$ cat src/rtl/pio_pkg.sv
package pio_pkg;

  localparam int CTL_W      = 8;
  localparam int CTL_VALID  = 7;
  localparam int CTL_A_IN   = 4;
  localparam int CTL_CH_IN  = 3;
  localparam int CTL_B_IN   = 1;
  localparam int CTL_CL_IN  = 0;
  localparam int PORTS_PER_GROUP = 3;

  typedef struct packed {
    logic a_in;
    logic ch_in;
    logic b_in;
    logic cl_in;
  } dir_t;

  function automatic dir_t ctl_decode(input logic [CTL_W-1:0] b);
    dir_t d;
    d.a_in  = b[CTL_A_IN];
    d.ch_in = b[CTL_CH_IN];
    d.b_in  = b[CTL_B_IN];
    d.cl_in = b[CTL_CL_IN];
    return d;
  endfunction

  function automatic logic [CTL_W-1:0] ctl_encode(input dir_t d);
    logic [CTL_W-1:0] b;
    b = '0;
    b[CTL_VALID] = 1'b1;
    b[CTL_A_IN]  = d.a_in;
    b[CTL_CH_IN] = d.ch_in;
    b[CTL_B_IN]  = d.b_in;
    b[CTL_CL_IN] = d.cl_in;
    return b;
  endfunction

endpackage

$ cat src/rtl/pio_group.sv
module pio_group
  import pio_pkg::*;
#(
  parameter int PORT_W = 8
) (
  input  logic                                clk,
  input  logic                                rst,
  input  logic [PORTS_PER_GROUP-1:0]          wr_lat,
  input  logic                                wr_ctl,
  input  logic [PORT_W-1:0]                   wdata,
  output logic [PORTS_PER_GROUP*PORT_W-1:0]   lat_q,
  output logic [PORTS_PER_GROUP*PORT_W-1:0]   oe,
  output logic [CTL_W-1:0]                    ctl_rd
);
  localparam int HALF = PORT_W / 2;

  dir_t dir_q;

  // Output latches: written regardless of current direction.
  for (genvar p = 0; p < PORTS_PER_GROUP; p++) begin : g_lat
    always_ff @(posedge clk) begin
      if (rst)            lat_q[p*PORT_W +: PORT_W] <= '0;
      else if (wr_lat[p]) lat_q[p*PORT_W +: PORT_W] <= wdata;
    end
  end

  // Direction bits: only a control byte with the valid flag is taken.
  always_ff @(posedge clk) begin
    if (rst)
      dir_q <= '0;
    else if (wr_ctl && wdata[CTL_VALID])
      dir_q <= ctl_decode(wdata[CTL_W-1:0]);
  end

  assign oe = { {HALF{~dir_q.ch_in}}, {HALF{~dir_q.cl_in}},
                {PORT_W{~dir_q.b_in}}, {PORT_W{~dir_q.a_in}} };

  assign ctl_rd = ctl_encode(dir_q);

endmodule

$ cat src/rtl/pio_rdmux.sv
module pio_rdmux
  import pio_pkg::*;
#(
  parameter int NUM_GROUPS = 2,
  parameter int PORT_W     = 8,
  parameter int ADDR_W     = 4
) (
  input  logic                                       clk,
  input  logic                                       rst,
  input  logic                                       rd_en,
  input  logic [ADDR_W-1:0]                          addr,
  input  logic [NUM_GROUPS*PORTS_PER_GROUP*PORT_W-1:0] pin_in,
  input  logic [NUM_GROUPS*CTL_W-1:0]                ctl_all,
  output logic [PORT_W-1:0]                          rdata
);
  localparam int GRP_W = ADDR_W - 2;

  logic [GRP_W-1:0]  grp;
  logic [1:0]        sel;
  logic [PORT_W-1:0] rd_next;

  assign grp = addr[ADDR_W-1:2];
  assign sel = addr[1:0];

  always_comb begin
    rd_next = '0;
    for (int g = 0; g < NUM_GROUPS; g++) begin
      if (grp == GRP_W'(g)) begin
        if (sel == 2'd3)
          rd_next = PORT_W'(ctl_all[g*CTL_W +: CTL_W]);
        else
          rd_next = pin_in[(g*PORTS_PER_GROUP + int'(sel))*PORT_W +: PORT_W];
      end
    end
  end

  always_ff @(posedge clk) begin
    if (rst)        rdata <= '0;
    else if (rd_en) rdata <= rd_next;
  end

endmodule

$ cat src/rtl/pio_dual48.sv
module pio_dual48
  import pio_pkg::*;
#(
  parameter int NUM_GROUPS = 2,
  parameter int PORT_W     = 8,
  parameter int ADDR_W     = 4,
  localparam int LINES     = NUM_GROUPS * PORTS_PER_GROUP * PORT_W
) (
  input  logic              clk,
  input  logic              rst,
  input  logic [ADDR_W-1:0] addr,
  input  logic              wr_en,
  input  logic              rd_en,
  input  logic [PORT_W-1:0] wdata,
  output logic [PORT_W-1:0] rdata,
  input  logic [LINES-1:0]  pin_in,
  output logic [LINES-1:0]  pin_out,
  output logic [LINES-1:0]  pin_oe
);
  localparam int GRP_W   = ADDR_W - 2;
  localparam int GLINES  = PORTS_PER_GROUP * PORT_W;

  logic [GRP_W-1:0]           grp;
  logic [1:0]                 sel;
  logic [NUM_GROUPS*CTL_W-1:0] ctl_all;

  assign grp = addr[ADDR_W-1:2];
  assign sel = addr[1:0];

  for (genvar g = 0; g < NUM_GROUPS; g++) begin : g_grp
    logic                       hit;
    logic [PORTS_PER_GROUP-1:0] wr_lat;

    assign hit = wr_en && (grp == GRP_W'(g));
    for (genvar p = 0; p < PORTS_PER_GROUP; p++) begin : g_dec
      assign wr_lat[p] = hit && (sel == 2'(p));
    end

    pio_group #(.PORT_W(PORT_W)) u_group (
      .clk    (clk),
      .rst    (rst),
      .wr_lat (wr_lat),
      .wr_ctl (hit && (sel == 2'd3)),
      .wdata  (wdata),
      .lat_q  (pin_out[g*GLINES +: GLINES]),
      .oe     (pin_oe[g*GLINES +: GLINES]),
      .ctl_rd (ctl_all[g*CTL_W +: CTL_W])
    );
  end

  pio_rdmux #(
    .NUM_GROUPS (NUM_GROUPS),
    .PORT_W     (PORT_W),
    .ADDR_W     (ADDR_W)
  ) u_rdmux (
    .clk     (clk),
    .rst     (rst),
    .rd_en   (rd_en),
    .addr    (addr),
    .pin_in  (pin_in),
    .ctl_all (ctl_all),
    .rdata   (rdata)
  );

endmodule

$ cat config.mk
export PLATFORM = sky130hd
export DESIGN_NAME = pio_dual48
export DESIGN_NICKNAME = d
export VERILOG_FILES = /design/src/rtl/pio_pkg.sv /design/src/rtl/pio_group.sv /design/src/rtl/pio_rdmux.sv /design/src/rtl/pio_dual48.sv
export SDC_FILE = /design/constraint.sdc
export NUM_CORES = 1
export LEC_CHECK = 0
export BUFFER_PORTS_ARGS = -buffer_cell sky130_fd_sc_hd__buf_2
export CAP_MARGIN = 5
export CORE_MARGIN = 10
export CORE_UTILIZATION = 30
export DETAILED_ROUTE_END_ITERATION = 8
export PLACE_DENSITY = 0.65
export REMOVE_ABC_BUFFERS = 1
export SLEW_MARGIN = 20
export SYNTH_ARGS = -nofsm -noshare
export SYNTH_HDL_FRONTEND = slang
export SYNTH_SLANG_ARGS = --single-unit
$ cat constraint.sdc
create_clock -name clk -period 3.25 [get_ports clk]
set_input_delay 0.1625 -clock clk [delete_from_list [all_inputs] [get_ports clk]]
set_output_delay 0.1625 -clock clk [all_outputs]
set_load 0.1 [all_outputs]
== Word-level counts from Yosys, hierarchy flattened ==
Index checks and enable logic that the tools add are counted.

* Flip-flop bits (word level): 64
* Bits in latches: 0
* RAM bits: 0
* Bits in read-only memories: 0
* Input bits: 64
* Memories: 0

* Add/subtract/negate cells: 1
* Multiply operators: 0
* Div/mod/pow operators: 0
* Order comparisons: 0
* Eq/ne operators: 4
* Shifts and indexed selects: 2
* Muxes and demuxes: 4
* Bitwise logic cells: 8
* Reduce and logical (&&, ||, !) cells: 14

{| class="wikitable"
|+ Operators with widths
! cell !! count
|-
| 48-bit by 32-bit indexed part select with 8-bit output || 1
|-
| 48-bit by 6-bit indexed part select with 8-bit output || 1
|-
| 8-bit 2-to-1 mux || 4
|-
| 1-bit logical AND || 12
|-
| 1-bit NOT || 8
|-
| 2-bit by 1-bit equality test with 1-bit output (second input constant) || 2
|-
| 2-bit equality test (second input constant) || 2
|-
| 2-bit zero test || 2
|-
| 2-bit by 2-bit adder with 3-bit output (first input constant) || 1
|}

== Depth between registers and ports, before layout ==
* Word-level depth: 4
* Depth in mapped cells: 6
* Depth with buffers taken out: 3

== By module ==
A second synthesis with hierarchy kept.

* Cells, all modules: 330
* Area total of the unflattened synthesis: 3405.8 um^2

{| class="wikitable"
|+ Modules (own cells, without submodules)
! module !! instances !! cells an instance !! area each (um^2)
|-
| pio_group || 2 || 121 || 1242.4
|-
| pio_rdmux || 1 || 75 || 847.1
|-
| pio_dual48 || 1 || 13 || 73.8
|}

== Worst setup path after synthesis ==
Ideal clock, no wire load.

* Path kind: flip-flop to output port
* From: register g_grp[0].u_group.dir_q (netlist bit g_grp[0].u_group.ctl_rd[1])
* To: output port pin_oe[10]
* Arrival time: 1413 ps
* Data required time: 3087 ps
* Setup slack: 1675 ps
* Cell stages (with the launch flop): 3
* Path buffers: 1
* Cells stage by stage: dfxtp_1 -> inv_1 -> buf_4

* Longest elaborated chain between the ends: 1

{| class="wikitable"
|+ Ends and longest elaborated chain
! element !! line !! RTL
|-
| from (decl) || pio_group.sv:17 || <nowiki>dir_t dir_q;</nowiki>
|-
| from (signal assigned) || pio_group.sv:32 || <nowiki>dir_q <= ctl_decode(wdata[CTL_W-1:0]);</nowiki>
|-
| 1-bit NOT || pio_group.sv:36 || <nowiki>{PORT_W{~dir_q.b_in}}, {PORT_W{~dir_q.a_in}} };</nowiki>
|-
| to (decl) || pio_dual48.sv:18 || <nowiki>output logic [LINES-1:0] pin_oe</nowiki>
|}

No other way between the ends.

== Final worst setup path ==
* From: input port addr[1]
* To: register g_grp[0].u_group.lat_q[19]

* Longest elaborated chain between the ends: 2

{| class="wikitable"
|+ Ends and longest elaborated chain
! element !! line !! RTL
|-
| from (decl) || pio_dual48.sv:11 || <nowiki>input logic [ADDR_W-1:0] addr,</nowiki>
|-
| 2-bit equality test || pio_dual48.sv:36 || <nowiki>assign wr_lat[p] = hit && (sel == 2'(p));</nowiki>
|-
| 1-bit logical AND || pio_dual48.sv:36 ||
|-
| to (signal, indexed assignment) || pio_group.sv:23 || <nowiki>else if (wr_lat[p]) lat_q[p*PORT_W +: PORT_W] <= wdata;</nowiki>
|-
| to (decl) || pio_group.sv:11 || <nowiki>output logic [PORTS_PER_GROUP*PORT_W-1:0] lat_q,</nowiki>
|}

No other way between the ends.
A chain may end at the register's enable or synchronous reset.

==> impl_metrics.py <==
metrics = {
    "run_status": {
        "outcome": "finished, final reports clean",
    },
    "timing": {
        "slew_headroom": 0.383,
        "rsz0062_at_grt": "false",
        "maxSlewViolCount": 0,
        "clock_skew_ns": 0.00192,
        "worstMarginPinSlew_ns": 0.925,
        "finalCritPeriodShare": 0.505,
        "clock.fmax_mhz": 610,
        "fin_crit_ns": 1.64,
        "report.final.setup_viol": 0,
        "finalSetupTns_ns": 0,
        "finalHoldViolCount": 0,
    },
    "synth": {
        "synth-async-reset-ratio": 0,
        "synth-adder-area-share": 0,
        "synth_xor_area_frac": 0,
        "synth_most_common_cell": "dfxtp_1",
        "synth_area_per_cell_um2": 8.45,
        "synth_edf_count": 0,
        "synth_top_family_by_area": "compound AO/OA/AOI/OAI gates",
        "yosysWarnings": 0,
        "yosys.area_share.simple": 0.147,
        "yosys.area.top_type": "dfxtp_1",
        "synth_compound_area_frac": 0.210,
        "netlist_area_mm2": 0.00337,
        "synthFlopType": "dfxtp_1",
        "synth_area_leaders": "dfxtp_1, buf_4, nand3_1",
        "synthesis.instances": 399,
        "yosys-mux-area-fraction": 0.0980,
        "ys_types": 34,
        "synth_commonest_cells": "dfxtp_1, nand3_1, a21oi_1, o21ai_0, buf_4",
        "synth_top_area_frac": 0.380,
        "ys_ff_latch": 64,
        "seq_area_frac_synth": 0.380,
    },
    "global_route": {
        "grt_max_degree": 65,
        "grt_pass1_vias": 3229,
        "grt_first_pass_wirelength_um": 17400,
        "grtUsageTotal": 0.133,
        "antenna_found_initial": 0,
        "grt_overflow": 0,
    },
    "placed_design": {
        "place_inst": 629,
        "gp_congestion": 0.754,
        "place_area_mm2": 0.00389,
        "hpwl_um": 8450,
        "port_buffers": 167,
    },
    "routing": {
        "drt_iter0_markers": 187,
        "drc": 0,
        "drt-pass1-iter-count": 4,
        "antenna_left": 0,
        "wl_um": 11400,
        "num_vias": 3235,
        "post_drt_wl_per_cell_um": 17.7,
        "vias_per_cell": 5.02,
    },
    "worst_setup_path": {
        "path_buf_inv": 1,
        "cp-end-kind": "flop",
        "cpMaxStageDelayCell": "buf_2",
        "cp_cell_sequence": "buf_2, nand3b_1, o21ai_0, a21oi_1",
        "worstPathArrival_ns": 1.81,
        "cp_top_family": "buffers and inverters",
        "cp-start-kind": "input port",
        "slowest_delay_ns": 0.61,
        "crit_type": "in -> reg",
        "crit_path_max_fanout": 39,
        "critPathRequiredTime_ns": 3.42,
    },
    "power": {
        "power_density_mw_per_mm2": 531,
        "vdd_ir_drop_max_mv": 0.277,
        "p_leak_nw": 1.73,
    },
    "floorplanning": {
        "dieArea_mm2": 0.0159,
        "initial_core_util": 0.308,
        "die_x_um": 126,
        "ios": 168,
        "rows": 38,
        "core-area_mm2": 0.0109,
        "chipHeight_um": 126,
    },
    "clock_tree": {
        "root_buffer": "clkbuf_16",
        "cts_made_buffers": 9,
        "cts_tree": "built",
        "clock_latency_ns": 0.32,
        "cts_max_level": 3,
        "cts.path.max_buffers": 2,
        "clock_sinks": 64,
        "cts_hold_buf": 0,
        "cts_setup_buffers": 0,
        "clk_transition_reported_paths_ns": 0.05,
        "cts_resized": 0,
    },
    "layout": {
        "synthToLayoutAreaGrowth_pct": 25.8,
        "num-nets-final": 564,
        "finalInstanceArea_mm2": 0.00424,
        "drive_gt1_frac": 0.420,
        "fin_cells": 645,
        "diodes": 0,
    },
    "job": {
        "maxCapViolCount": 0,
    },
    "hold_path": {
        "hold_class": "in -> reg",
    },
}
[area by class of cell]
type	instances	area (um^2)
repair buffers	169	851
flip-flops and latches	64	1280
clock inverters	5	104
clock buffers	11	243
multi-input cells	244	1540
fillers	1158	6690
inverters	12	45.0
well taps	140	175
[routing by layer]
layer / global-route usage / share of wire
met1: 0.150 / 0.40
met2: 0.235 / 0.51
met3: 0.0478 / 0.082
met4: 0.0295 / 0.0061
met5: 0 / 0
[cell usage in the layout (no fill, tap or decap), types with 2 or more instances in the layout]
master / instances
a22oi_1: 8
o21ai_0: 56
clkbuf_16: 9
nor2_1: 6
o32ai_1: 3
mux4_2: 3
dfxtp_1: 64
and3b_1: 3
a311oi_1: 4
nand2b_1: 5
mux2_2: 18
nand3_1: 57
nand3b_1: 3
mux2i_1: 6
a21oi_1: 56
or3b_1: 2
bufinv_16: 3
buf_4: 2
inv_1: 12
buf_2: 167
nor3b_2: 2
[path summary, 6_finish.rpt]
check	startpoint	endpoint	slack, ns	depth (start not counted)
worst max-delay path	addr[1]	g_grp[0].u_group.lat_q[19]	1.61	4
worst min-delay path	wdata[6]	g_grp[0].u_group.lat_q[22]	0.16	3
worst max register to register	g_grp[0].u_group.ctl_rd[1]	u_rdmux.rdata[1]	2.20	3
worst min register to register	g_grp[0].u_group.lat_q[0]	g_grp[0].u_group.lat_q[0]	0.47	2
[per-stage QoR]
step | util | power [W] | worst slack (ns) | hold slack, ns
floorplan | - | 0.00103 | -1.73 | 0.232
global placement | 0.356 | 0.00115 | 1.38 | 0.459
detailed placement | 0.356 | 0.00116 | 1.26 | 0.464
CTS | 0.387 | 0.00227 | 1.60 | 0.148
global route | 0.388 | 0.00233 | 1.38 | 0.172
finish | 0.388 | 0.00225 | 1.61 | 0.156
[sequential cells by signal (all words and copies together), names as in the netlist]
signal,flops
g_grp.u_group.lat_q,48
g_grp.u_group.ctl_rd,8
u_rdmux.rdata,8
[where the power goes]
part	leakage [nW]	switching (W)	internal, W
sequential	0.518	0.00000682	0.000799
combinational	1.04	0.000250	0.0000873
clock	0.170	0.000337	0.000770
total	1.73	0.000594	0.00166
[cells by family after synthesis]
group	count (synthesis)
AOI/OAI and AO/OA	130
buffers and inverters	91
and+or+nand+nor	87
DFF	64
muxes	27
[tightest hold or removal path: stages]
cell     delay, ns
buf_2         0.14
nand3_1       0.07
a21oi_1       0.05
(Power assumes the default switching activity.)
